<file path="src/rtl/blk_xfer_pkg.sv">
package blk_xfer_pkg;

  typedef enum logic [1:0] {
    KIND_COPY  = 2'd0,
    KIND_LOAD  = 2'd1,
    KIND_STORE = 2'd2,
    KIND_WBACK = 2'd3
  } uopKind_e;

  typedef enum logic [1:0] {
    ST_IDLE  = 2'd0,
    ST_COPY  = 2'd1,
    ST_XFER  = 2'd2,
    ST_WBACK = 2'd3
  } seqStage_e;

  typedef struct packed {
    seqStage_e stage;
    logic      capture;
    logic      advance;
  } seqCtrl_t;

endpackage

</file>
<file path="src/rtl/blk_xfer_ctrl.sv">
module blk_xfer_ctrl
  import blk_xfer_pkg::*;
(
  input  logic     clk,
  input  logic     rstN,
  input  logic     instValid,
  input  logic     instBad,
  input  logic     uopReady,
  input  logic     oneLeft,
  input  logic     wbQ,
  output seqCtrl_t ctrl,
  output logic     instReady,
  output logic     uopValid,
  output logic     uopLast,
  output logic     illegal
);

  seqStage_e stateQ, stateD;
  logic      illegalQ;

  always_comb begin
    stateD = stateQ;
    unique case (stateQ)
      ST_IDLE:  if (instValid && !instBad) stateD = ST_COPY;
      ST_COPY:  if (uopReady) stateD = ST_XFER;
      ST_XFER:  if (uopReady && oneLeft) stateD = wbQ ? ST_WBACK : ST_IDLE;
      ST_WBACK: if (uopReady) stateD = ST_IDLE;
      default:  stateD = ST_IDLE;
    endcase
  end

  always_ff @(posedge clk) begin
    if (!rstN) begin
      stateQ   <= ST_IDLE;
      illegalQ <= 1'b0;
    end else begin
      stateQ   <= stateD;
      illegalQ <= (stateQ == ST_IDLE) && instValid && instBad;
    end
  end

  assign instReady    = (stateQ == ST_IDLE);
  assign uopValid     = (stateQ != ST_IDLE);
  assign uopLast      = (stateQ == ST_WBACK) || ((stateQ == ST_XFER) && oneLeft && !wbQ);
  assign illegal      = illegalQ;
  assign ctrl.stage   = stateQ;
  assign ctrl.capture = (stateQ == ST_IDLE) && instValid && !instBad;
  assign ctrl.advance = (stateQ == ST_XFER) && uopReady;

  // a rejected instruction never produces a micro-op
  a_r10_no_uop: assert property (@(posedge clk) disable iff (!rstN)
    illegal |-> !uopValid);

  // after the flagged final micro-op is taken the block goes idle
  a_r8_last_then_idle: assert property (@(posedge clk) disable iff (!rstN)
    uopValid && uopLast && uopReady |=> !uopValid && instReady);

  // a legal accepted instruction starts emitting next cycle
  a_r1_accept_starts: assert property (@(posedge clk) disable iff (!rstN)
    instValid && instReady && !instBad |=> uopValid && !instReady);

  // a stalled micro-op stays presented
  a_r9_stall_keeps_valid: assert property (@(posedge clk) disable iff (!rstN)
    uopValid && !uopReady |=> uopValid && $stable(uopLast));

endmodule

</file>
<file path="src/rtl/blk_xfer_datapath.sv">
module blk_xfer_datapath
  import blk_xfer_pkg::*;
#(
  parameter int LIST_W = 16,
  parameter int REG_W  = $clog2(LIST_W),
  parameter int OFF_W  = $clog2(LIST_W * 4 + 5),
  parameter int CNT_W  = $clog2(LIST_W + 1)
)(
  input  logic              clk,
  input  logic              rstN,
  input  seqCtrl_t          ctrl,
  input  logic              preIdx,
  input  logic              upDir,
  input  logic              userBank,
  input  logic              wbEn,
  input  logic              isLoad,
  input  logic [REG_W-1:0]  baseReg,
  input  logic [3:0]        condCode,
  input  logic [LIST_W-1:0] regList,
  output logic              instBad,
  output logic              oneLeft,
  output logic              wbQ,
  output logic [1:0]        uopKind,
  output logic [REG_W-1:0]  uopReg,
  output logic [REG_W-1:0]  uopBase,
  output logic [OFF_W-1:0]  uopOffset,
  output logic              uopSub,
  output logic [3:0]        uopCond
);

  logic [REG_W-1:0]  baseQ;
  logic [3:0]        condQ;
  logic              upQ, loadQ;
  logic [LIST_W-1:0] remQ;
  logic [OFF_W-1:0]  offQ, bytesQ;

  // population count of the incoming list
  logic [CNT_W-1:0] inCount;
  always_comb begin
    inCount = '0;
    for (int i = 0; i < LIST_W; i++) inCount = inCount + CNT_W'(regList[i]);
  end

  logic [OFF_W-1:0] inBytes, startOff;
  assign inBytes = OFF_W'(inCount) << 2;

  always_comb begin
    unique case ({preIdx, upDir})
      2'b01:   startOff = '0;
      2'b11:   startOff = OFF_W'(4);
      2'b00:   startOff = inBytes - OFF_W'(4);
      default: startOff = inBytes;
    endcase
  end

  assign instBad = userBank || (regList == '0);

  // lowest remaining bit, built as a repeated priority chain
  logic [LIST_W-1:0]  lowMask;
  logic [LIST_W:0]    seenBelow;
  assign seenBelow[0] = 1'b0;
  for (genvar g = 0; g < LIST_W; g++) begin : g_lowest
    assign lowMask[g]     = remQ[g] && !seenBelow[g];
    assign seenBelow[g+1] = seenBelow[g] || remQ[g];
  end

  logic [REG_W-1:0] lowIdx;
  always_comb begin
    lowIdx = '0;
    for (int i = 0; i < LIST_W; i++) if (lowMask[i]) lowIdx = REG_W'(i);
  end

  assign oneLeft = (remQ != '0) && ((remQ & ~lowMask) == '0);

  always_ff @(posedge clk) begin
    if (!rstN) begin
      baseQ  <= '0;
      condQ  <= '0;
      upQ    <= 1'b0;
      loadQ  <= 1'b0;
      wbQ    <= 1'b0;
      remQ   <= '0;
      offQ   <= '0;
      bytesQ <= '0;
    end else if (ctrl.capture) begin
      baseQ  <= baseReg;
      condQ  <= condCode;
      upQ    <= upDir;
      loadQ  <= isLoad;
      wbQ    <= wbEn;
      remQ   <= regList;
      offQ   <= startOff;
      bytesQ <= inBytes;
    end else if (ctrl.advance) begin
      remQ <= remQ & ~lowMask;
      offQ <= upQ ? offQ + OFF_W'(4) : offQ - OFF_W'(4);
    end
  end

  always_comb begin
    uopBase   = baseQ;
    uopCond   = condQ;
    uopReg    = baseQ;
    uopOffset = '0;
    uopSub    = 1'b0;
    uopKind   = KIND_COPY;
    unique case (ctrl.stage)
      ST_XFER: begin
        uopKind   = loadQ ? KIND_LOAD : KIND_STORE;
        uopReg    = lowIdx;
        uopOffset = offQ;
        uopSub    = !upQ;
      end
      ST_WBACK: begin
        uopKind   = KIND_WBACK;
        uopOffset = bytesQ;
        uopSub    = !upQ;
      end
      default: ;
    endcase
  end

  // each transfer retires exactly one list bit and no new bit appears
  a_r3_one_bit_retired: assert property (@(posedge clk) disable iff (!rstN)
    ctrl.advance |=> ($countones(remQ) == $countones($past(remQ)) - 1)
                     && ((remQ & ~$past(remQ)) == '0));

  // offsets move by four in the chosen direction
  a_r5_offset_step: assert property (@(posedge clk) disable iff (!rstN)
    ctrl.advance && !oneLeft |=>
      offQ == ($past(upQ) ? $past(offQ) + OFF_W'(4) : $past(offQ) - OFF_W'(4)));

  // a transfer micro-op always names a register still in the list
  a_r3_reg_in_list: assert property (@(posedge clk) disable iff (!rstN)
    ctrl.stage == ST_XFER |-> remQ[uopReg]);

endmodule

</file>
<file path="src/rtl/blk_xfer_seq.sv">
module blk_xfer_seq
  import blk_xfer_pkg::*;
#(
  parameter int LIST_W = 16,
  localparam int REG_W = $clog2(LIST_W),
  localparam int OFF_W = $clog2(LIST_W * 4 + 5)
)(
  input  logic              clk,
  input  logic              rstN,
  input  logic              instValid,
  output logic              instReady,
  input  logic              preIdx,
  input  logic              upDir,
  input  logic              userBank,
  input  logic              wbEn,
  input  logic              isLoad,
  input  logic [REG_W-1:0]  baseReg,
  input  logic [3:0]        condCode,
  input  logic [LIST_W-1:0] regList,
  output logic              uopValid,
  input  logic              uopReady,
  output logic [1:0]        uopKind,
  output logic [REG_W-1:0]  uopReg,
  output logic [REG_W-1:0]  uopBase,
  output logic [OFF_W-1:0]  uopOffset,
  output logic              uopSub,
  output logic [3:0]        uopCond,
  output logic              uopLast,
  output logic              illegal
);

  seqCtrl_t ctrl;
  logic     instBad, oneLeft, wbQ;

  blk_xfer_ctrl u_ctrl (
    .clk(clk), .rstN(rstN), .instValid(instValid), .instBad(instBad),
    .uopReady(uopReady), .oneLeft(oneLeft), .wbQ(wbQ), .ctrl(ctrl),
    .instReady(instReady), .uopValid(uopValid), .uopLast(uopLast),
    .illegal(illegal)
  );

  blk_xfer_datapath #(.LIST_W(LIST_W)) u_dp (
    .clk(clk), .rstN(rstN), .ctrl(ctrl), .preIdx(preIdx), .upDir(upDir),
    .userBank(userBank), .wbEn(wbEn), .isLoad(isLoad), .baseReg(baseReg),
    .condCode(condCode), .regList(regList), .instBad(instBad),
    .oneLeft(oneLeft), .wbQ(wbQ), .uopKind(uopKind), .uopReg(uopReg),
    .uopBase(uopBase), .uopOffset(uopOffset), .uopSub(uopSub),
    .uopCond(uopCond)
  );

  // stalled micro-op fields do not move
  a_r9_fields_held: assert property (@(posedge clk) disable iff (!rstN)
    uopValid && !uopReady |=> $stable(uopKind) && $stable(uopReg)
      && $stable(uopOffset) && $stable(uopSub) && $stable(uopCond));

  // the condition code stays put across one instruction's micro-ops
  a_r11_cond_kept: assert property (@(posedge clk) disable iff (!rstN)
    uopValid && $past(uopValid) |-> $stable(uopCond));

endmodule

</file>
<file path="config.mk">
export PLATFORM = sky130hd
export DESIGN_NAME = blk_xfer_seq
export DESIGN_NICKNAME = d
export VERILOG_FILES = /design/src/rtl/blk_xfer_pkg.sv /design/src/rtl/blk_xfer_ctrl.sv /design/src/rtl/blk_xfer_datapath.sv /design/src/rtl/blk_xfer_seq.sv
export SDC_FILE = /design/constraint.sdc
export NUM_CORES = 1
export LEC_CHECK = 0
export BUFFER_PORTS_ARGS = -buffer_cell sky130_fd_sc_hd__buf_2
export CORE_MARGIN = 3
export CORE_UTILIZATION = 50
export DETAILED_ROUTE_END_ITERATION = 16
export GPL_TIMING_DRIVEN = 1
export PLACE_DENSITY = 0.74
export SYNTH_ARGS = -nofsm -noshare
export SYNTH_HDL_FRONTEND = slang
export SYNTH_SLANG_ARGS = --single-unit
</file>
<file path="constraint.sdc">
create_clock -name clk -period 7.7 [get_ports clk]
set_input_delay 0.385 -clock clk [delete_from_list [all_inputs] [get_ports clk]]
set_output_delay 0.385 -clock clk [all_outputs]
set_load 0.01 [all_outputs]
</file>
---- Word-level counts from Yosys, hierarchy flattened ----
Index checks and enable logic that the tools add are counted.
Widths: inputs -> output; s select.
storage, ports and cells
  input bits .............................. 33
  flip-flop bits (word level) ............. 42
  output and inout port bits .............. 26
cells by class
  eq/ne operators ......................... 9
  multiplexer cells ....................... 32
  add/subtract/negate cells ............... 18
  reductions and logical operators ........ 67
  bitwise gates (word level) .............. 2
operator list
  kind                 number
  $add 5x1->5          14
  $mux 4               9
  $logic_not 16->1     2
  $mux 16              2
  $logic_and 1x1->1    24
  $mux 7               3
  $pmux 7 s3           1
  $logic_not 1->1      18
  $and 16x16->16       1
  $logic_or 1x1->1     16
  $mux 2               8
  $not 16->16          1
  $reduce_bool 16->1   1
  $pmux 7 s2           1
  $sub 7x3->7 const B  2
  $mux 3               4
  $pmux 2 s4           1
  $add 7x3->7 const B  1
  $eq 2x2->1 const B   3
  $eq 2x1->1 const B   2
  $logic_not 2->1      2
  $ne 2x1->1 const B   2
  $ne 2x2->1 const B   2
  $pmux 2 s2           1
  5 further kinds      7

---- Logic depth before layout (Yosys ltp) ----
Gate-level depths: netlist of run 1.
  depth in word-level cells ............... 23
  mapped depth ............................ 18
  depth with buffers taken out ............ 18

---- Cells and area by module ----
From an unflattened synthesis of run 1, not the netlist that was laid out.
unflattened totals
  cells, all modules ...................... 351
  area, all modules ....................... 2961.6 um^2
modules (own cells, without submodules)
  module             times used  cells each  area each (um^2)  sequential area each (um^2)
  blk_xfer_datapath  1           334         2791.4            740.7
  blk_xfer_ctrl      1           17          170.2             60.1

---- Worst setup path after synthesis of run 1 ----
OpenSTA, ideal clock, no wires.
  path kind ............................... input -> register
  from .................................... input port regList[0]
  to ...................................... register u_dp.offQ[6]
  buffers on the path ..................... 0
  stages on the path ...................... 17
  arrival ................................. 4.412 ns
  slack ................................... 3.171 ns
  cell sequence ........................... inv_1 -> ha_1 -> inv_1 -> fa_1 -> fa_1 -> fa_1 -> fa_1 -> fa_1 -> inv_1 -> fa_1 -> inv_1 -> ha_1 -> nor2b_1 -> a21oi_1 -> a22oi_1 -> o32ai_1 -> a32o_1
on the way
  cells in the longest elaborated chain, start to end .. 18
  elaborated cells on any way between the ends .. 23
  classes of those cells .................. add/sub (16); mux (2); reduce/logical (5)
RTL lines
  element                     RTL line                 RTL
  from (decl)                 blk_xfer_seq.sv:19       input logic [LIST_W-1:0] regList,
  $add 1x1->2                 blk_xfer_datapath.sv:41  for (int i = 0; i < LIST_W; i++) inCount = inCount + CNT_W'(regList[i]);
  $add 5x1->5 (14 in series)  blk_xfer_datapath.sv:41
  net u_dp.inCount[1]         blk_xfer_datapath.sv:38  logic [CNT_W-1:0] inCount;
  $sub 7x3->7                 blk_xfer_datapath.sv:51  2'b00: startOff = inBytes - OFF_W'(4);
  $pmux 7 s3                  blk_xfer_datapath.sv:48  unique case ({preIdx, upDir})
  $mux 7                      blk_xfer_datapath.sv:85  end else if (ctrl.capture) begin
  to (signal assigned)        blk_xfer_datapath.sv:92  offQ <= startOff;
  to (signal assigned)        blk_xfer_datapath.sv:96  offQ <= upQ ? offQ + OFF_W'(4) : offQ - OFF_W'(4);
  to (decl)                   blk_xfer_datapath.sv:35  logic [OFF_W-1:0] offQ, bytesQ;
The timed path passes the listed nets, and every way through them passes these cells.
A chain may end at the register's enable or synchronous reset.

---- Worst setup path after layout of run 1 ----
Ends and elaborated chain as after synthesis.

==> results.ini, run 1 <==
[status]
status=completed

[critical_path]
crit_arrival_ns=4.68
worstPathRequired_ns=7.89
path_cells=buf_2, inv_1, ha_1, inv_1, fa_1, fa_1, fa_1, fa_1, fa_1, inv_1, fa_1, inv_1, ha_1, nor2b_1, a21oi_1, a22oi_1, o32ai_1, a32o_1
reg2regPathDepth=4
criticalPathCategory=input port to register
cp_max_fo=4
startpoint_type=input port
crit_family=adder cells
r2r_end=u_dp.remQ[5]$_SDFFE_PN0P_
crit_path_end_kind=register
rrSetupSlack_ns=5.42
crit_top_cell=fa_1
r2r-start=u_ctrl.stateQ[0]$_SDFFE_PN0P_
path_buf_inv=5
cpMaxStageDelayCell=fa_1
slowest_delay_ns=0.54

[clocking]
cts_setup_buffers=0
insertion_delay_ns=0.30
cts_made_buffers=5
post_cts_resized=0
cts-root-buf=clkbuf_8
cts_sinks=40
clk_pin_slew_ns=0.08
cts.hold.buffers_added=0
h-tree-depth=2
cts_buffer_depth=2
tritoncts=built

[power_and_ir_drop]
p_leak_nw=1.468
power_mw=0.7446
p_per_area_mw_per_mm2=225.3
vdd_ir_drop_max_v=0.0001554

[synthesis]
netlist.area_leader.share_pct=27.12
synth_seq_cells=40
synth_area_leaders=dfxtp_1, nand2_1, fa_1
synth_common_cells=nand2_1, dfxtp_1, inv_1
synth_cells=388
ys_async_sr_fraction_pct=0
yosysUniqueCellTypes=62
avgSynthCellArea_sq_um=7.610
synth_warnings=0
synth_edf_count=0
synth_area_sq_mm=0.002953
yosysTopAreaCell=dfxtp_1
yosysMostFrequentCell=nand2_1
ys.flop_type=dfxtp_1
seq_area_frac_synth_pct=27.12

[die]
chipHeight_um=82.85
rows=27
dieArea_sq_mm=0.006864
fp.dieW_um=82.85
pin_count=59
coreArea_sq_mm=0.005608
initial_utilization_pct=52.66

[flow_run]
maxCapViolCount=0

[routing]
routed_wl_mm=7.387
antenna_left=0
dr.pass1.iters=4
vias_per_cell=5.693
routed-via-count=2841
drt_iter0_drc=283
wl_per_cell_um=14.80
drc=0

[global_routing]
antenna_found_initial=0
grt_pass1_vias=2593
grt_pass1_wl_mm=12.51
grtUsageTotal_pct=21.72
grt_remaining_overflow=0
grt_max_degree=52

[sta]
setup_tns_ns=0
period_share_pct=58.25
hold_viol=0
finalSetupViolCount=0
finalMaxSlewViolations=0
worstMarginPinSlew_ns=0.8445
period_needed_ns=4.486
fmaxAchievable_mhz=222.9
fin_skew_ns=0.003889
rsz0062_at_grt=false
relSlewSlack_pct=43.70
worst_slack_ns=3.215
holdWs_ns=0.3330

[placed_design]
preCtsSetupSlack_ns=2.886
gp_congestion=0.9164
port_buffers=56
place_hpwl_mm=5.494

[cells_and_area]
nets=482
final_util_pct=58.95
syn2layout_area_growth_pct=11.95
drive_gt1_share_pct=16.16
diodes=0
fillers=566

[worst_hold_path]
min-delay-start=isLoad
holdPathStages=3
min_path_type=input port to register
hold_end=u_dp.loadQ$_SDFFE_PN0P_

flip-flops by register name, indices dropped and copies added (netlist names):
signal / count
u_dp.offQ: 5
u_dp.loadQ: 1
u_ctrl.illegal: 1
u_dp.uopBase: 4
u_ctrl.stateQ: 2
u_dp.uopCond: 4
u_dp.upQ: 1
u_dp.wbQ: 1
u_dp.remQ: 16
u_dp.bytesQ: 5
metrics by stage:
stage / instances / area [sq um]
after detailed placement: 492 / 3224
after floorplan: 389 / 2957
after CTS: 499 / 3306
after global routing: 499 / 3306
after global placement: 492 / 3224
final: 499 / 3306
layer usage:
metal | share of wire [%] | GRT usage, % | vias up
met5 | 0 | 0 | -
met4 | 1.1 | 6.538 | 0
met3 | 8.4 | 3.968 | 7
met2 | 45 | 33.53 | 126
met1 | 46 | 30.84 | 1296
li1 | - | - | 1412
tightest hold or removal path: stages:
cell and delay [ns]:
buf_2 0.10, nand2_1 0.04, a21boi_0 0.06
area by class of cell:
cell class / count / area (sq um) / share of cell area, %
flip-flops and latches: 40 / 800.8 / 24.22
clock inverters: 2 / 12.51 / 0.3785
clock buffers: 5 / 68.82 / 2.082
inverters: 34 / 127.6 / 3.861
repair buffers: 58 / 295.3 / 8.933
well taps: 72 / 90.09 / 2.725
multi-input cells: 288 / 1911 / 57.80
worst max path at each step:
stage / depth (start not counted) / to / slack (ns) / from
4_1_cts: 18 / u_dp.offQ[6]$_SDFFE_PN0P_ / 3.20 / regList[0]
5_1_grt: 18 / u_dp.offQ[6]$_SDFFE_PN0P_ / 3.00 / regList[0]
3_3_place_gp: 18 / u_dp.offQ[6]$_SDFFE_PN0P_ / 2.96 / regList[0]
6_report: 18 / u_dp.offQ[6]$_SDFFE_PN0P_ / 3.21 / regList[0]
2_1_floorplan: 17 / u_dp.offQ[6]$_SDFFE_PN0P_ / 3.17 / regList[0]
3_5_place_dp: 18 / u_dp.offQ[6]$_SDFFE_PN0P_ / 2.89 / regList[0]
cells in the final DEF (no fill, tap or decap), types with 5 or more instances in the layout:
| cell | instances |
|---|---|
| a21boi_0 | 21 |
| o31ai_1 | 6 |
| clkbuf_8 | 5 |
| o21a_1 | 5 |
| nor2_1 | 28 |
| nand2_1 | 65 |
| a211oi_1 | 6 |
| nand3_1 | 7 |
| mux2i_1 | 6 |
| buf_2 | 56 |
| dfxtp_1 | 40 |
| o21ai_0 | 11 |
| a21oi_1 | 21 |
| ha_1 | 11 |
| inv_1 | 34 |
| fa_1 | 11 |
| o22ai_1 | 8 |
| or3_1 | 5 |
| nor2b_1 | 10 |
cell families (layout without fill, tap and decap cells):
family                   Yosys count  in the layout  share of synthesized area (%)
buffers and inverters             61             99                          8.305
multiplexers                       6              6                          2.034
XOR/XNOR                           6              6                          1.780
AND/OR/NAND/NOR                  144            144                          23.01
AO/OA/AOI/OAI                    106            106                          24.83
flip-flops                        40             40                          27.12
other                              1              2                         0.1270
adder cells (fa/ha/maj)           24             24                          12.80
report_power, final:
group | internal [mW] | switching [mW] | leakage [nW]
clock | 0.0614 | 0.0772 | 0.0400
sequential | 0.225 | 0.0239 | 0.327
combinational | 0.157 | 0.200 | 1.10
total | 0.443 | 0.301 | 1.47
Power figures use the tool's default switching activity.
==> run 2, diff against run 1 <==
- PLACE_DENSITY: 0.74 -> 0.76
- clock period: 7.7 -> 3.9 ns (I/O delays scaled with it)
==> run 2 against run 1 <==
Against the previous run:
- the run now ends with negative setup slack left
- clock-buffer cell count unchanged
- die area unchanged
- combinational power rose to 2.6 times the previous value
- sequential power up 97%
- routed wire length up 1.6%
- cell count up 3.6%
- setup slack worse by 3.3 ns
- largest cell class unchanged
- highest routed layer unchanged
==> results.ini, run 2 (synthesis results as in run 1) <==
[critical_path]
r2r_end=u_dp.remQ[2]$_SDFFE_PN0P_
criticalPathCategory=input port to register
worstSetupStartpoint=regList[0]
worstPathRequired_ns=4.10
cp_max_fo=3
critPathCapture=u_dp.offQ[6]$_SDFFE_PN0P_
startpoint_type=input port
crit_arrival_ns=4.22
crit_path_end_kind=register
reg2regPathDepth=4
rrSetupSlack_ns=1.54
r2r-start=u_ctrl.stateQ[0]$_SDFFE_PN0P_

[die]
fp.dieW_um=82.85
chipHeight_um=82.85
pin_count=59
dieArea_sq_mm=0.006864
coreArea_sq_mm=0.005608
initial_utilization_pct=52.66
rows=27

[clocking]
cts_buffer_depth=2
clk_pin_slew_ns=0.08
tritoncts=built
insertion_delay_ns=0.30
cts.hold.buffers_added=0
cts-root-buf=clkbuf_8
cts_made_buffers=5
h-tree-depth=2
cts_sinks=40

[cells_and_area]
syn2layout_area_growth_pct=20.17
drive_gt1_share_pct=22.02
layout_common_cells=nand2_1, buf_2, dfxtp_1
top_regs=u_dp.remQ (16), u_dp.bytesQ (5), u_dp.offQ (5)
fillers=520
final_common_cell=nand2_1
diodes=0
regMostFlops=u_dp.remQ
nets=499
final_util_pct=63.28
largest_reg_flops=16
fin_area_sq_mm=0.003548

[power_and_ir_drop]
vdd_ir_drop_max_v=0.0005323
p_comb_share_pct=52.4
p_clk_share_pct=19.8
p_leak_nw=1.577
p_int_mw=1.096
power_switching_mw=0.6622
p_per_area_mw_per_mm2=495.5
p_seq_share_pct=27.9
swShare_pct=37.67
power_mw=1.758

[placed_design]
port_buffers=56
place_hpwl_mm=5.625
dpl_cell_area_sq_mm=0.003390
gp_congestion=0.8743

[routing]
dr.pass1.iters=5
wl_per_cell_um=14.52
drt_iter0_drc=359
routed_wl_mm=7.507
antenna_left=0
vias_per_cell=5.797
routed-via-count=2997
drc=0

[sta]
worst_slack_ns=-0.1206
finalSetupViolCount=1
worstMarginPinSlew_ns=0.9046
fin_skew_ns=0.005753
finalMaxSlewViolations=0
hold_viol=0
holdWs_ns=0.1358
setup_tns_ns=-0.1206
rsz0062_at_grt=true
relSlewSlack_pct=39.69
fmaxAchievable_mhz=248.7
period_needed_ns=4.021
period_share_pct=103.1

[global_routing]
grt_max_degree=52
grt-busiest-layer=met2
use_met2_pct=33.67
grt_remaining_overflow=0
grt_pass1_wl_mm=12.96
grtUsageMet3_pct=4.663
grt_pass1_vias=2755
grtUsageTotal_pct=22.15
gr-usage-met1_pct=31.46
antenna_found_initial=0

[status]
violations=negative setup slack
status=complete, but fails checks

[worst_hold_path]
min_path_type=input port to register
holdPathStages=3

[flow_run]
maxCapViolCount=0

run 2: worst min-delay path by stage:
stage	from	end	slack, ns
6_report	baseReg[0]	u_dp.uopBase[0]$_SDFFE_PN0P_	0.14
4_1_cts	condCode[2]	u_dp.uopCond[2]$_SDFFE_PN0P_	0.13
3_3_place_gp	u_dp.uopCond[1]$_SDFFE_PN0P_	u_dp.uopCond[1]$_SDFFE_PN0P_	0.45
3_5_place_dp	condCode[2]	u_dp.uopCond[2]$_SDFFE_PN0P_	0.46
2_1_floorplan	regList[11]	u_dp.remQ[11]$_SDFFE_PN0P_	0.34
5_1_grt	condCode[2]	u_dp.uopCond[2]$_SDFFE_PN0P_	0.14
run 2: per-stage QoR:
stage	worst slack, ns	instances
2_1_floorplan	-0.2846	389
3_3_place_gp	-0.5375	506
4_1_cts	-0.1102	514
3_5_place_dp	-0.6015	506
6_report	-0.1206	517
5_1_grt	-0.2929	517
run 2: critical path, cell delays in order:
cell and delay (ns):
buf_12 0.09, inv_12 0.03, ha_4 0.25, inv_2 0.03, fa_1 0.51, fa_1 0.42, fa_1 0.51, fa_1 0.43
fa_2 0.37, inv_2 0.06, fa_1 0.44, inv_2 0.09, ha_4 0.12, nor2b_4 0.14, a21oi_2 0.05, a22oi_1 0.17
o32ai_1 0.10, a32o_1 0.20
run 2: cell type report:
type | instances | area (sq um) | share of cell area, %
Multi-Input combinational cell | 288 | 1957 | 55.15
Sequential cell | 40 | 800.8 | 22.57
Timing Repair Buffer | 75 | 444.2 | 12.52
Inverter | 34 | 145.1 | 4.090
Tap cell | 72 | 90.09 | 2.539
Clock buffer | 5 | 68.82 | 1.939
Clock inverter | 3 | 42.54 | 1.199
run 2: power groups by stage:
stage               Combinational [mW]  Sequential, mW  Clock (mW)
floorplan                        0.642           0.481           0
global placement                 0.852           0.496           0
detailed placement               0.865           0.499           0
CTS                              0.872           0.489       0.352
global route                      1.04           0.498       0.373
finish                           0.920           0.490       0.347
run 2: repair_timing:
item                       4_1_cts  5_1_grt
buffers inserted                 0        3
pin swaps                        4        1
gates resized for setup          6        2
setup endpoints to repair        4        4
run 2: metal layers:
metal,share of wire [%],vias up
met5,0,-
met4,1.8,0
met3,7.1,15
met2,45,130
met1,46,1405
li1,-,1447
==> run 3, diff against run 2 <==
- SKIP_CTS_REPAIR_TIMING: default -> 1
==> run 3 against run 2 <==
Against the previous run:
- the run still ends with negative setup slack left
- via count grew 0.63%
- largest cell class unchanged
- clock power is essentially flat
- critical path depth is the same
- routed wire length grew 0.96%
- maximum frequency shrank 2.5%
- design area grew 1.4%
- sequential share of layout area shrank 0.32 points
- total power grew 4.3%
- setup slack lost 0.10 ns
- critical endpoint unchanged
- global-route usage shrank 0.17 points
- sequential power is essentially flat
==> results.ini, run 3 (synthesis results as in run 1) <==
[global_routing]
grtUsageTotal_pct=21.99
grt_remaining_overflow=0
antenna_found_initial=0
grt_max_degree=52
grt_pass1_vias=2728
grt_pass1_wl_mm=12.87

[sta]
period_share_pct=105.7
finalMaxSlewViolations=0
finalSetupViolCount=3
rsz0062_at_grt=true
worstMarginPinSlew_ns=0.8963
worst_slack_ns=-0.2232
relSlewSlack_pct=40.24
fmaxAchievable_mhz=242.5
hold_viol=0
period_needed_ns=4.123
setup_tns_ns=-0.3647
holdWs_ns=0.1338
fin_skew_ns=0.005764

[status]
violations=negative setup slack
status=complete, but fails checks

[power_and_ir_drop]
p_seq_share_pct=26.7
p_clk_share_pct=18.8
p_leak_nw=1.604
p_comb_share_pct=54.5
p_int_mw=1.138
vdd_ir_drop_max_v=0.0005540
p_per_area_mw_per_mm2=509.5
swShare_pct=37.96
power_switching_mw=0.6962
power_mw=1.834

[routing]
wl_per_cell_um=14.58
drc=0
routed_wl_mm=7.579
drt_iter0_drc=295
dr.pass1.iters=5
vias_per_cell=5.800
routed-via-count=3016
antenna_left=0

[cells_and_area]
final_common_cell=nand2_1
layout_common_cells=nand2_1, buf_2, dfxtp_1
regMostFlops=u_dp.remQ
fin_cells=520
top_regs=u_dp.remQ (16), u_dp.bytesQ (5), u_dp.offQ (5)
drive_gt1_share_pct=23.66
largest_reg_flops=16
syn2layout_area_growth_pct=21.91
nets=502
diodes=0

[die]
chipHeight_um=82.85
pin_count=59
rows=27
dieArea_sq_mm=0.006864
fp.dieW_um=82.85
coreArea_sq_mm=0.005608
initial_utilization_pct=52.66

[placed_design]
place_hpwl_mm=5.625
placedCellCount=506
gp_congestion=0.8743
port_buffers=56
preCtsSetupSlack_ns=-0.6015

[clocking]
cts-root-buf=clkbuf_8
cts_sinks=40
tritoncts=built
cts_buffer_depth=2
h-tree-depth=2
insertion_delay_ns=0.30
cts_made_buffers=5
clk_pin_slew_ns=0.08

[critical_path]
path_cells=buf_12, inv_12, ha_4, inv_2, fa_1, fa_1, fa_1, fa_1, fa_2, inv_2, fa_1, inv_2, ha_4, nor2b_4, a21oi_2, a22oi_2, o32ai_1, a32o_1
cp_max_fo=3
criticalPathCategory=input port to register
reg2regPathDepth=4
crit_top_cell=fa_1
slowest_delay_ns=0.56
worstPathRequired_ns=4.09
cpMaxStageDelayCell=fa_1
startpoint_type=input port
crit_arrival_ns=4.32
crit_path_end_kind=register

[worst_hold_path]
holdPathStages=3
min_path_type=input port to register

[flow_run]
maxCapViolCount=0

[run 3: power by group through the flow]
stage / clock [mW] / sequential [mW] / combinational, mW
finish: 0.345 / 0.490 / 0.999
global route: 0.373 / 0.498 / 1.11
CTS: 0.352 / 0.489 / 0.873
detailed placement: 0 / 0.499 / 0.865
global placement: 0 / 0.496 / 0.852
floorplan: 0 / 0.481 / 0.642
[run 3: worst max-delay path, delay by kind of cell]
family,cells,cell delay [ns]
compound gates,4,0.53
fa+ha+maj,8,3.15
simple gates,1,0.15
buf+inv,5,0.30
[run 3: per-layer routing]
layer  up-vias  share of wire (%)  GRT usage (%)  wire, um
li1       1456                  -              -         -
met1      1407                 45          31.58      3416
met2       140                 45          33.31      3433
met3        13                8.0          4.167       608
met4         0                1.6          6.835       120
met5         -                  0              0         0
[run 3: layout make-up]
cell class / count / area (sq um)
Sequential cell: 40 / 800.8
Inverter: 34 / 145.1
Clock buffer: 5 / 68.82
Multi-Input combinational cell: 288 / 1986
Clock inverter: 3 / 42.54
Fill cell: 511 / 2008
Timing Repair Buffer: 78 / 466.7
Tap cell: 72 / 90.09
[run 3: stage by stage]
| stage | utilization (%) | instance area (sq um) |
|---|---|---|
| 4_1_cts | 62.43 | 3501 |
| 3_5_place_dp | 60.44 | 3390 |
| 3_3_place_gp | 60.44 | 3390 |
| 5_1_grt | 64.19 | 3600 |
| 6_report | 64.19 | 3600 |
| 2_1_floorplan | - | 3027 |
[run 3: worst paths after layout]
kind                                               startpoint                           end  slack, ns
worst max-delay path                               regList[0]     u_dp.offQ[6]$_SDFFE_PN0P_      -0.22
worst min-delay path                              condCode[2]  u_dp.uopCond[2]$_SDFFE_PN0P_       0.13
worst max register to register  u_ctrl.stateQ[0]$_SDFFE_PN0P_     u_dp.remQ[2]$_SDFFE_PN0P_       1.58
worst min register to register   u_dp.uopCond[2]$_SDFFE_PN0P_  u_dp.uopCond[2]$_SDFFE_PN0P_       0.47
